==> src/rtl/lin_mode_pkg.sv <==
package lin_mode_pkg;

    typedef enum logic [2:0] {
        MD_OFF    = 3'd0,
        MD_FSAFE  = 3'd1,
        MD_NORM   = 3'd2,
        MD_SEL    = 3'd3,
        MD_SILENT = 3'd4,
        MD_SLEEP  = 3'd5
    } lin_mode_e;

    // bit 1 goes to the transmit-data pin, bit 0 to the receive-data pin
    typedef enum logic [1:0] {
        FS_RSTLINE = 2'b00,
        FS_WAKE    = 2'b01,
        FS_UNDERV  = 2'b10,
        FS_POWER   = 2'b11
    } fs_cause_e;

    typedef struct packed {
        logic vbat_up;
        logic vbat_low;
        logic vreg_uv;
        logic en;
        logic txd;
        logic rst_ext_n;
        logic wake;
    } pin_vec_t;

    localparam int PIN_W = $bits(pin_vec_t);
    // idle levels: supplies absent, enable low, data and reset line high
    localparam logic [PIN_W-1:0] PIN_IDLE = 7'b000_0110;

endpackage

==> src/rtl/pin_sync.sv <==
module pin_sync #(
    parameter int              W    = 1,
    parameter logic [W-1:0]    INIT = '0
) (
    input  logic         clk,
    input  logic         rst_n,
    input  logic [W-1:0] d_i,
    output logic [W-1:0] q_o
);

    typedef struct packed {
        logic [W-1:0] s1;
        logic [W-1:0] s2;
    } sync_st_t;

    sync_st_t st_d, st_q;

    always_comb begin
        st_d    = st_q;
        st_d.s1 = d_i;
        st_d.s2 = st_q.s1;
    end

    always_ff @(posedge clk or negedge rst_n) begin
        if (!rst_n) begin
            st_q <= '{s1: INIT, s2: INIT};
        end else begin
            st_q <= st_d;
        end
    end

    assign q_o = st_q.s2;

endmodule

==> src/rtl/hold_timer.sv <==
module hold_timer #(
    parameter int HOLD_CYC = 800000
) (
    input  logic clk,
    input  logic rst_n,
    input  logic start_i,
    input  logic clear_i,
    output logic busy_o
);

    localparam int CW = $clog2(HOLD_CYC + 1);

    logic [CW-1:0] cnt_d, cnt_q;

    always_comb begin
        cnt_d = cnt_q;
        if (clear_i) begin
            cnt_d = '0;
        end else if (start_i) begin
            cnt_d = CW'(HOLD_CYC);
        end else if (cnt_q != '0) begin
            cnt_d = cnt_q - CW'(1);
        end
    end

    always_ff @(posedge clk or negedge rst_n) begin
        if (!rst_n) begin
            cnt_q <= '0;
        end else begin
            cnt_q <= cnt_d;
        end
    end

    assign busy_o = (cnt_q != '0);

endmodule

==> src/rtl/mode_fsm.sv <==
module mode_fsm
    import lin_mode_pkg::*;
#(
    parameter int SEL_WIN = 640
) (
    input  logic      clk,
    input  logic      rst_n,
    input  pin_vec_t  pins_i,
    input  logic      line_ok_i,
    output lin_mode_e mode_o,
    output fs_cause_e cause_o,
    output logic      hold_start_o,
    output logic      hold_clear_o
);

    localparam int WW = $clog2(SEL_WIN + 1);

    typedef struct packed {
        lin_mode_e      mode;
        fs_cause_e      cause;
        logic           en_prev;
        logic [WW-1:0]  win;
    } fsm_st_t;

    fsm_st_t st_d, st_q;
    logic    en_fall;
    logic    start_d;

    always_comb begin
        st_d         = st_q;
        start_d      = 1'b0;
        en_fall      = st_q.en_prev & ~pins_i.en;
        st_d.en_prev = pins_i.en;

        if (pins_i.vbat_low) begin
            st_d.mode = MD_OFF;
        end else begin
            unique case (st_q.mode)
                MD_OFF: begin
                    if (pins_i.vbat_up) begin
                        st_d.mode  = MD_FSAFE;
                        st_d.cause = FS_POWER;
                        start_d    = 1'b1;
                    end
                end
                MD_FSAFE: begin
                    if (pins_i.en && line_ok_i) begin
                        st_d.mode = MD_NORM;
                    end
                end
                MD_NORM, MD_SEL: begin
                    if (pins_i.vreg_uv) begin
                        st_d.mode  = MD_FSAFE;
                        st_d.cause = FS_UNDERV;
                        start_d    = 1'b1;
                    end else if (!line_ok_i) begin
                        st_d.mode  = MD_FSAFE;
                        st_d.cause = FS_RSTLINE;
                    end else if (st_q.mode == MD_NORM) begin
                        if (en_fall) begin
                            st_d.mode = MD_SEL;
                            st_d.win  = WW'(SEL_WIN);
                        end
                    end else if (pins_i.en) begin
                        st_d.mode = MD_NORM;
                    end else if (st_q.win <= WW'(1)) begin
                        st_d.mode = pins_i.txd ? MD_SILENT : MD_SLEEP;
                        st_d.win  = '0;
                    end else begin
                        st_d.win = st_q.win - WW'(1);
                    end
                end
                MD_SILENT: begin
                    if (!line_ok_i) begin
                        st_d.mode  = MD_FSAFE;
                        st_d.cause = FS_RSTLINE;
                    end else if (pins_i.wake) begin
                        st_d.mode  = MD_FSAFE;
                        st_d.cause = FS_WAKE;
                    end else if (pins_i.en) begin
                        st_d.mode = MD_NORM;
                    end
                end
                MD_SLEEP: begin
                    if (pins_i.wake) begin
                        st_d.mode  = MD_FSAFE;
                        st_d.cause = FS_WAKE;
                        start_d    = 1'b1;
                    end
                end
                default: begin
                    st_d.mode = MD_OFF;
                end
            endcase
        end
    end

    always_ff @(posedge clk or negedge rst_n) begin
        if (!rst_n) begin
            st_q <= '{mode: MD_OFF, cause: FS_POWER, en_prev: 1'b0, win: '0};
        end else begin
            st_q <= st_d;
        end
    end

    assign mode_o       = st_q.mode;
    assign cause_o      = st_q.cause;
    assign hold_start_o = start_d;
    assign hold_clear_o = pins_i.vbat_low;

endmodule

==> src/rtl/lin_mode_ctrl.sv <==
module lin_mode_ctrl
    import lin_mode_pkg::*;
#(
    parameter int HOLD_CYC = 800000,
    parameter int SEL_WIN  = 640
) (
    input  logic       clk,
    input  logic       rst_n,
    input  logic       vbat_up_i,
    input  logic       vbat_low_i,
    input  logic       vreg_uv_i,
    input  logic       en_i,
    input  logic       txd_i,
    input  logic       rst_ext_n_i,
    input  logic       wake_i,
    output logic       rstn_o,
    output logic       reg_on_o,
    output logic       tx_en_o,
    output logic       rx_en_o,
    output logic       txd_oe_o,
    output logic       txd_o,
    output logic       rxd_o,
    output logic [2:0] mode_o
);

    pin_vec_t  raw;
    pin_vec_t  pins;
    lin_mode_e mode;
    fs_cause_e cause;
    logic      hold_start, hold_clear, hold_busy;
    logic      line_ok;

    assign raw = '{vbat_up: vbat_up_i, vbat_low: vbat_low_i, vreg_uv: vreg_uv_i,
                   en: en_i, txd: txd_i, rst_ext_n: rst_ext_n_i, wake: wake_i};

    pin_sync #(
        .W    (PIN_W),
        .INIT (PIN_IDLE)
    ) u_sync (
        .clk   (clk),
        .rst_n (rst_n),
        .d_i   (raw),
        .q_o   (pins)
    );

    hold_timer #(
        .HOLD_CYC (HOLD_CYC)
    ) u_hold (
        .clk     (clk),
        .rst_n   (rst_n),
        .start_i (hold_start),
        .clear_i (hold_clear),
        .busy_o  (hold_busy)
    );

    mode_fsm #(
        .SEL_WIN (SEL_WIN)
    ) u_fsm (
        .clk          (clk),
        .rst_n        (rst_n),
        .pins_i       (pins),
        .line_ok_i    (line_ok),
        .mode_o       (mode),
        .cause_o      (cause),
        .hold_start_o (hold_start),
        .hold_clear_o (hold_clear)
    );

    always_comb begin
        rstn_o   = !hold_busy && (mode != MD_OFF) && (mode != MD_SLEEP);
        reg_on_o = (mode != MD_OFF) && (mode != MD_SLEEP);
        tx_en_o  = (mode == MD_NORM);
        rx_en_o  = (mode == MD_NORM) || (mode == MD_SEL) || (mode == MD_SILENT);
        txd_oe_o = (mode == MD_FSAFE);
        txd_o    = (mode == MD_FSAFE) ? cause[1] : 1'b1;
        rxd_o    = (mode == MD_FSAFE) ? cause[0] : 1'b1;
    end

    // the shared reset line is low if this block or anything outside pulls it
    assign line_ok = rstn_o & pins.rst_ext_n;
    assign mode_o  = mode;

endmodule

==> config.mk <==
export PLATFORM = sky130hd
export DESIGN_NAME = lin_mode_ctrl
export DESIGN_NICKNAME = d
export VERILOG_FILES = /design/src/rtl/lin_mode_pkg.sv /design/src/rtl/pin_sync.sv /design/src/rtl/hold_timer.sv /design/src/rtl/mode_fsm.sv /design/src/rtl/lin_mode_ctrl.sv
export SDC_FILE = /design/constraint.sdc
export NUM_CORES = 1
export LEC_CHECK = 0
export ABC_CLOCK_PERIOD_IN_PS = 4300
export BUFFER_PORTS_ARGS = -buffer_cell sky130_fd_sc_hd__buf_2
export CAP_MARGIN = 20
export CORE_AREA = 8 8 86 88
export DETAILED_ROUTE_END_ITERATION = 8
export DIE_AREA = 0 0 94 96
export SETUP_SLACK_MARGIN = 0.15
export SYNTH_ARGS = -nofsm -noshare
export SYNTH_HDL_FRONTEND = slang
export SYNTH_SLANG_ARGS = --single-unit
==> constraint.sdc <==
create_clock -name clk -period 4.3 [get_ports clk]
set_clock_uncertainty 0.1 [all_clocks]
set_input_delay 0.215 -clock clk [delete_from_list [all_inputs] [get_ports clk]]
set_output_delay 0.215 -clock clk [all_outputs]
set_load 0.005 [all_outputs]
==> results.cfg <==
[grt]
grt_util_met2 = 0.2060
grt_pass1_wl_microns = 10090
grt.total_usage = 0.1380
grt_busiest_layer = met2
antenna_found_initial = 0
met3_usage = 0.03354
grt_overflow = 0
grtUsageMet1 = 0.1929
grt_pass1_vias = 2042
grt_max_degree = 51

[synthesis]
synth.cell_area_sq_um = 2665
synth-seq-area-share = 0.4723
synth.avg_cell_area_sq_um = 9.656
yosysUniqueCellTypes = 52
synthFlopType = dfrtp_1
mappedNetlistNets = 289
synth-edff-count = 0
ys_ff_latch = 50
netlist_instances = 276
async_reset_ff_frac = 1.000
synth_warnings = 0

[detailed_routing]
dr.first_iter.drc_count = 111
wl_per_cell_microns = 15.86
route.detailed.drc = 0
drt_wl_total_microns = 5885
routed_via_density = 5.825
postRouteAntennaNets = 0
firstDrtPassIters = 4
dr_total_vias = 2161

[cts]
cts_sinks = 50
htreeDepth = 2
cts_tree = built
clkTransAtPathRegs_ns = 0.09
cts_resized = 0
numCtsBuffers = 5
cts_buffer_depth = 2
cts_root_buf = clkbuf_8
clk_latency_ns = 0.31

[critical_path]
worstPathMaxFanout = 13
end_kind = flip-flop
r2r_cells = 5
criticalPathCategory = reg2reg
setup.worst_path.start_class = flip-flop
cp-startpoint = u_hold.cnt_q[4]
worstReg2RegStart = u_hold.cnt_q[4]
crit_arrival_ns = 2.79
cp.required_ns = 4.36

[place]
globalplace.congestion = 0.7893
portBuffers = 18
dp.final_hpwl_microns = 4085
place_ws_ns = 1.603

[timing]
max_freq_mhz = 366.4
layout_min_cycle_time_ns = 2.730
grt_setup_unrepaired = no
hold_viol_final = 0
drv_slew = 0
fin_crit_sh = 0.6348
tightest_slew_ns = 0.7347
tns_ns = 0
setup_slack_ns = 1.570
setup_violations = 0
slew_headroom = 0.5060

[die]
die_w_microns = 94
dieHeight_microns = 96
io_pins = 19
row_count = 29
initial_core_util = 0.4372
core_sq_um = 6096
dieArea_sq_um = 9024

[hold_path]
worstHoldStart = u_sync.st_d[5]
worstHoldPathCells = 0
min_path_type = reg2reg

[cells_and_area]
antenna_cells = 0
drive_above_1_share = 0.1599
nFillCells = 610
syn2layout_area_growth_pct = 10.52
multiInputGateArea_sq_um = 1274
seq_area_sq_um = 1259
fin_nets = 306

[pwr]
p_per_area_nw_per_um2 = 552.3
vdd_drop_max_uv = 217.3
p_leak_nw = 1.281

[flow_run]
drv_cap = 0

[outcome]
status = completed
report_power, final:
part	total (W)	switching (W)	internal, W
Sequential	0.000661	0.000101	0.000560
Clock	0.000274	0.000160	0.000115
Combinational	0.000691	0.000431	0.000260
Total	0.00163	0.000692	0.000935
cell usage in the layout (no fill, tap or decap), types with 3 or more instances in the layout:
cell,instances
dfrtp_1,44
o21ai_0,22
nor2_1,20
buf_2,18
nor3_1,16
a21oi_1,14
nand2_1,13
inv_1,11
o31ai_1,9
xor2_1,8
or4_1,8
dlygate4sd3_1,8
nand3_1,7
or3_1,7
dfstp_2,6
nand4_1,5
clkbuf_8,5
or2_2,4
nand2b_1,4
or3b_2,4
nor4_1,4
ha_1,4
o211ai_1,3
a211oi_1,3
nor2b_1,3
a31oi_1,3
o2111ai_1,3
xnor2_1,3
cell type report:
type | instances | share of cell area
Clock buffer | 5 | 0.02336
Clock inverter | 3 | 0.007222
Inverter | 11 | 0.01402
Multi-Input combinational cell | 197 | 0.4325
Sequential cell | 50 | 0.4274
Tap cell | 77 | 0.03271
Timing Repair Buffer | 28 | 0.06287
path summary, 6_finish.rpt:
kind / end / slack, ns
max reg2reg: u_hold.cnt_q[9] / 1.57
min in group asynchronous: u_fsm.mode_o[0] / 0.44
min reg2reg: u_sync.q_o[5] / 0.25
min: u_sync.q_o[5] / 0.25
max: u_hold.cnt_q[9] / 1.57
max in group asynchronous: u_sync.st_d[5] / 3.24
repair_timing:
action,in CTS,in global routing
buffers inserted,0,0
hold buffers,8,0
endpoints found under the hold margin,51,0
worst max-delay path, cell delays in order, from the launching register on:
cell	delay [ns]
dfrtp_1	0.43
nor4_2	0.48
nand4_1	0.52
o31ai_1	0.79
or4_1	0.20
a21oi_1	0.07
kinds of logic after synthesis:
group	synth area share
xor gates and xnor gates	0.03615
DFF	0.4723
adders and majority gates	0.01878
and+or+nand+nor	0.2361
AOI/OAI and AO/OA	0.1751
muxes	0.01174
buffers and inverters	0.04976
cell usage after synthesis (all sizes together) (3+ instances only):
cell     count  area share
a211oi       3      0.0085
a21oi       14       0.026
a31oi        3      0.0070
buf          7       0.018
clkbuf      11       0.016
dfrtp       44        0.41
dfstp        6       0.059
ha           4       0.019
inv         11       0.015
nand2       13       0.018
nand2b       4      0.0094
nand3        7       0.013
nand4        6       0.016
nor2        20       0.028
nor2b        3      0.0070
nor3        16       0.030
nor4         6       0.019
o2111ai      3      0.0099
o211ai       3      0.0085
o21ai       22       0.041
o311ai       3      0.0099
o31ai        9       0.025
or2          4      0.0094
or3          7       0.016
or3b         4       0.013
or4          8       0.023
xnor2        3      0.0099
xor2         8       0.026
state kept, by name (all words and copies together), names as in the netlist:
register and count:
u_fsm.st_q 11, u_hold.cnt_q 20, u_fsm.mode_o 3, u_fsm.cause_o 2, u_sync.st_d 7, u_sync.q_o 7
metal layers:
layer / share of wire / up-vias
met4: 0.013 / 0
met2: 0.44 / 42
met1: 0.50 / 1056
met3: 0.041 / 7
li1: - / 1056
met5: 0 / -
metrics by stage:
stage | hold WS (ns) | cells | util | total power, W | instance area [sq um]
after floorplan | -0.1806 | 276 | - | 0.001203 | 2665
final | 0.2524 | 371 | 0.4832 | 0.001627 | 2945
after detailed placement | 0.2237 | 355 | 0.4553 | 0.001347 | 2775
after CTS | 0.2570 | 371 | 0.4832 | 0.001635 | 2945
after global placement | 0.2199 | 355 | 0.4553 | 0.001329 | 2775
after global routing | 0.2674 | 371 | 0.4832 | 0.001756 | 2945
(Power assumes the default switching activity.)
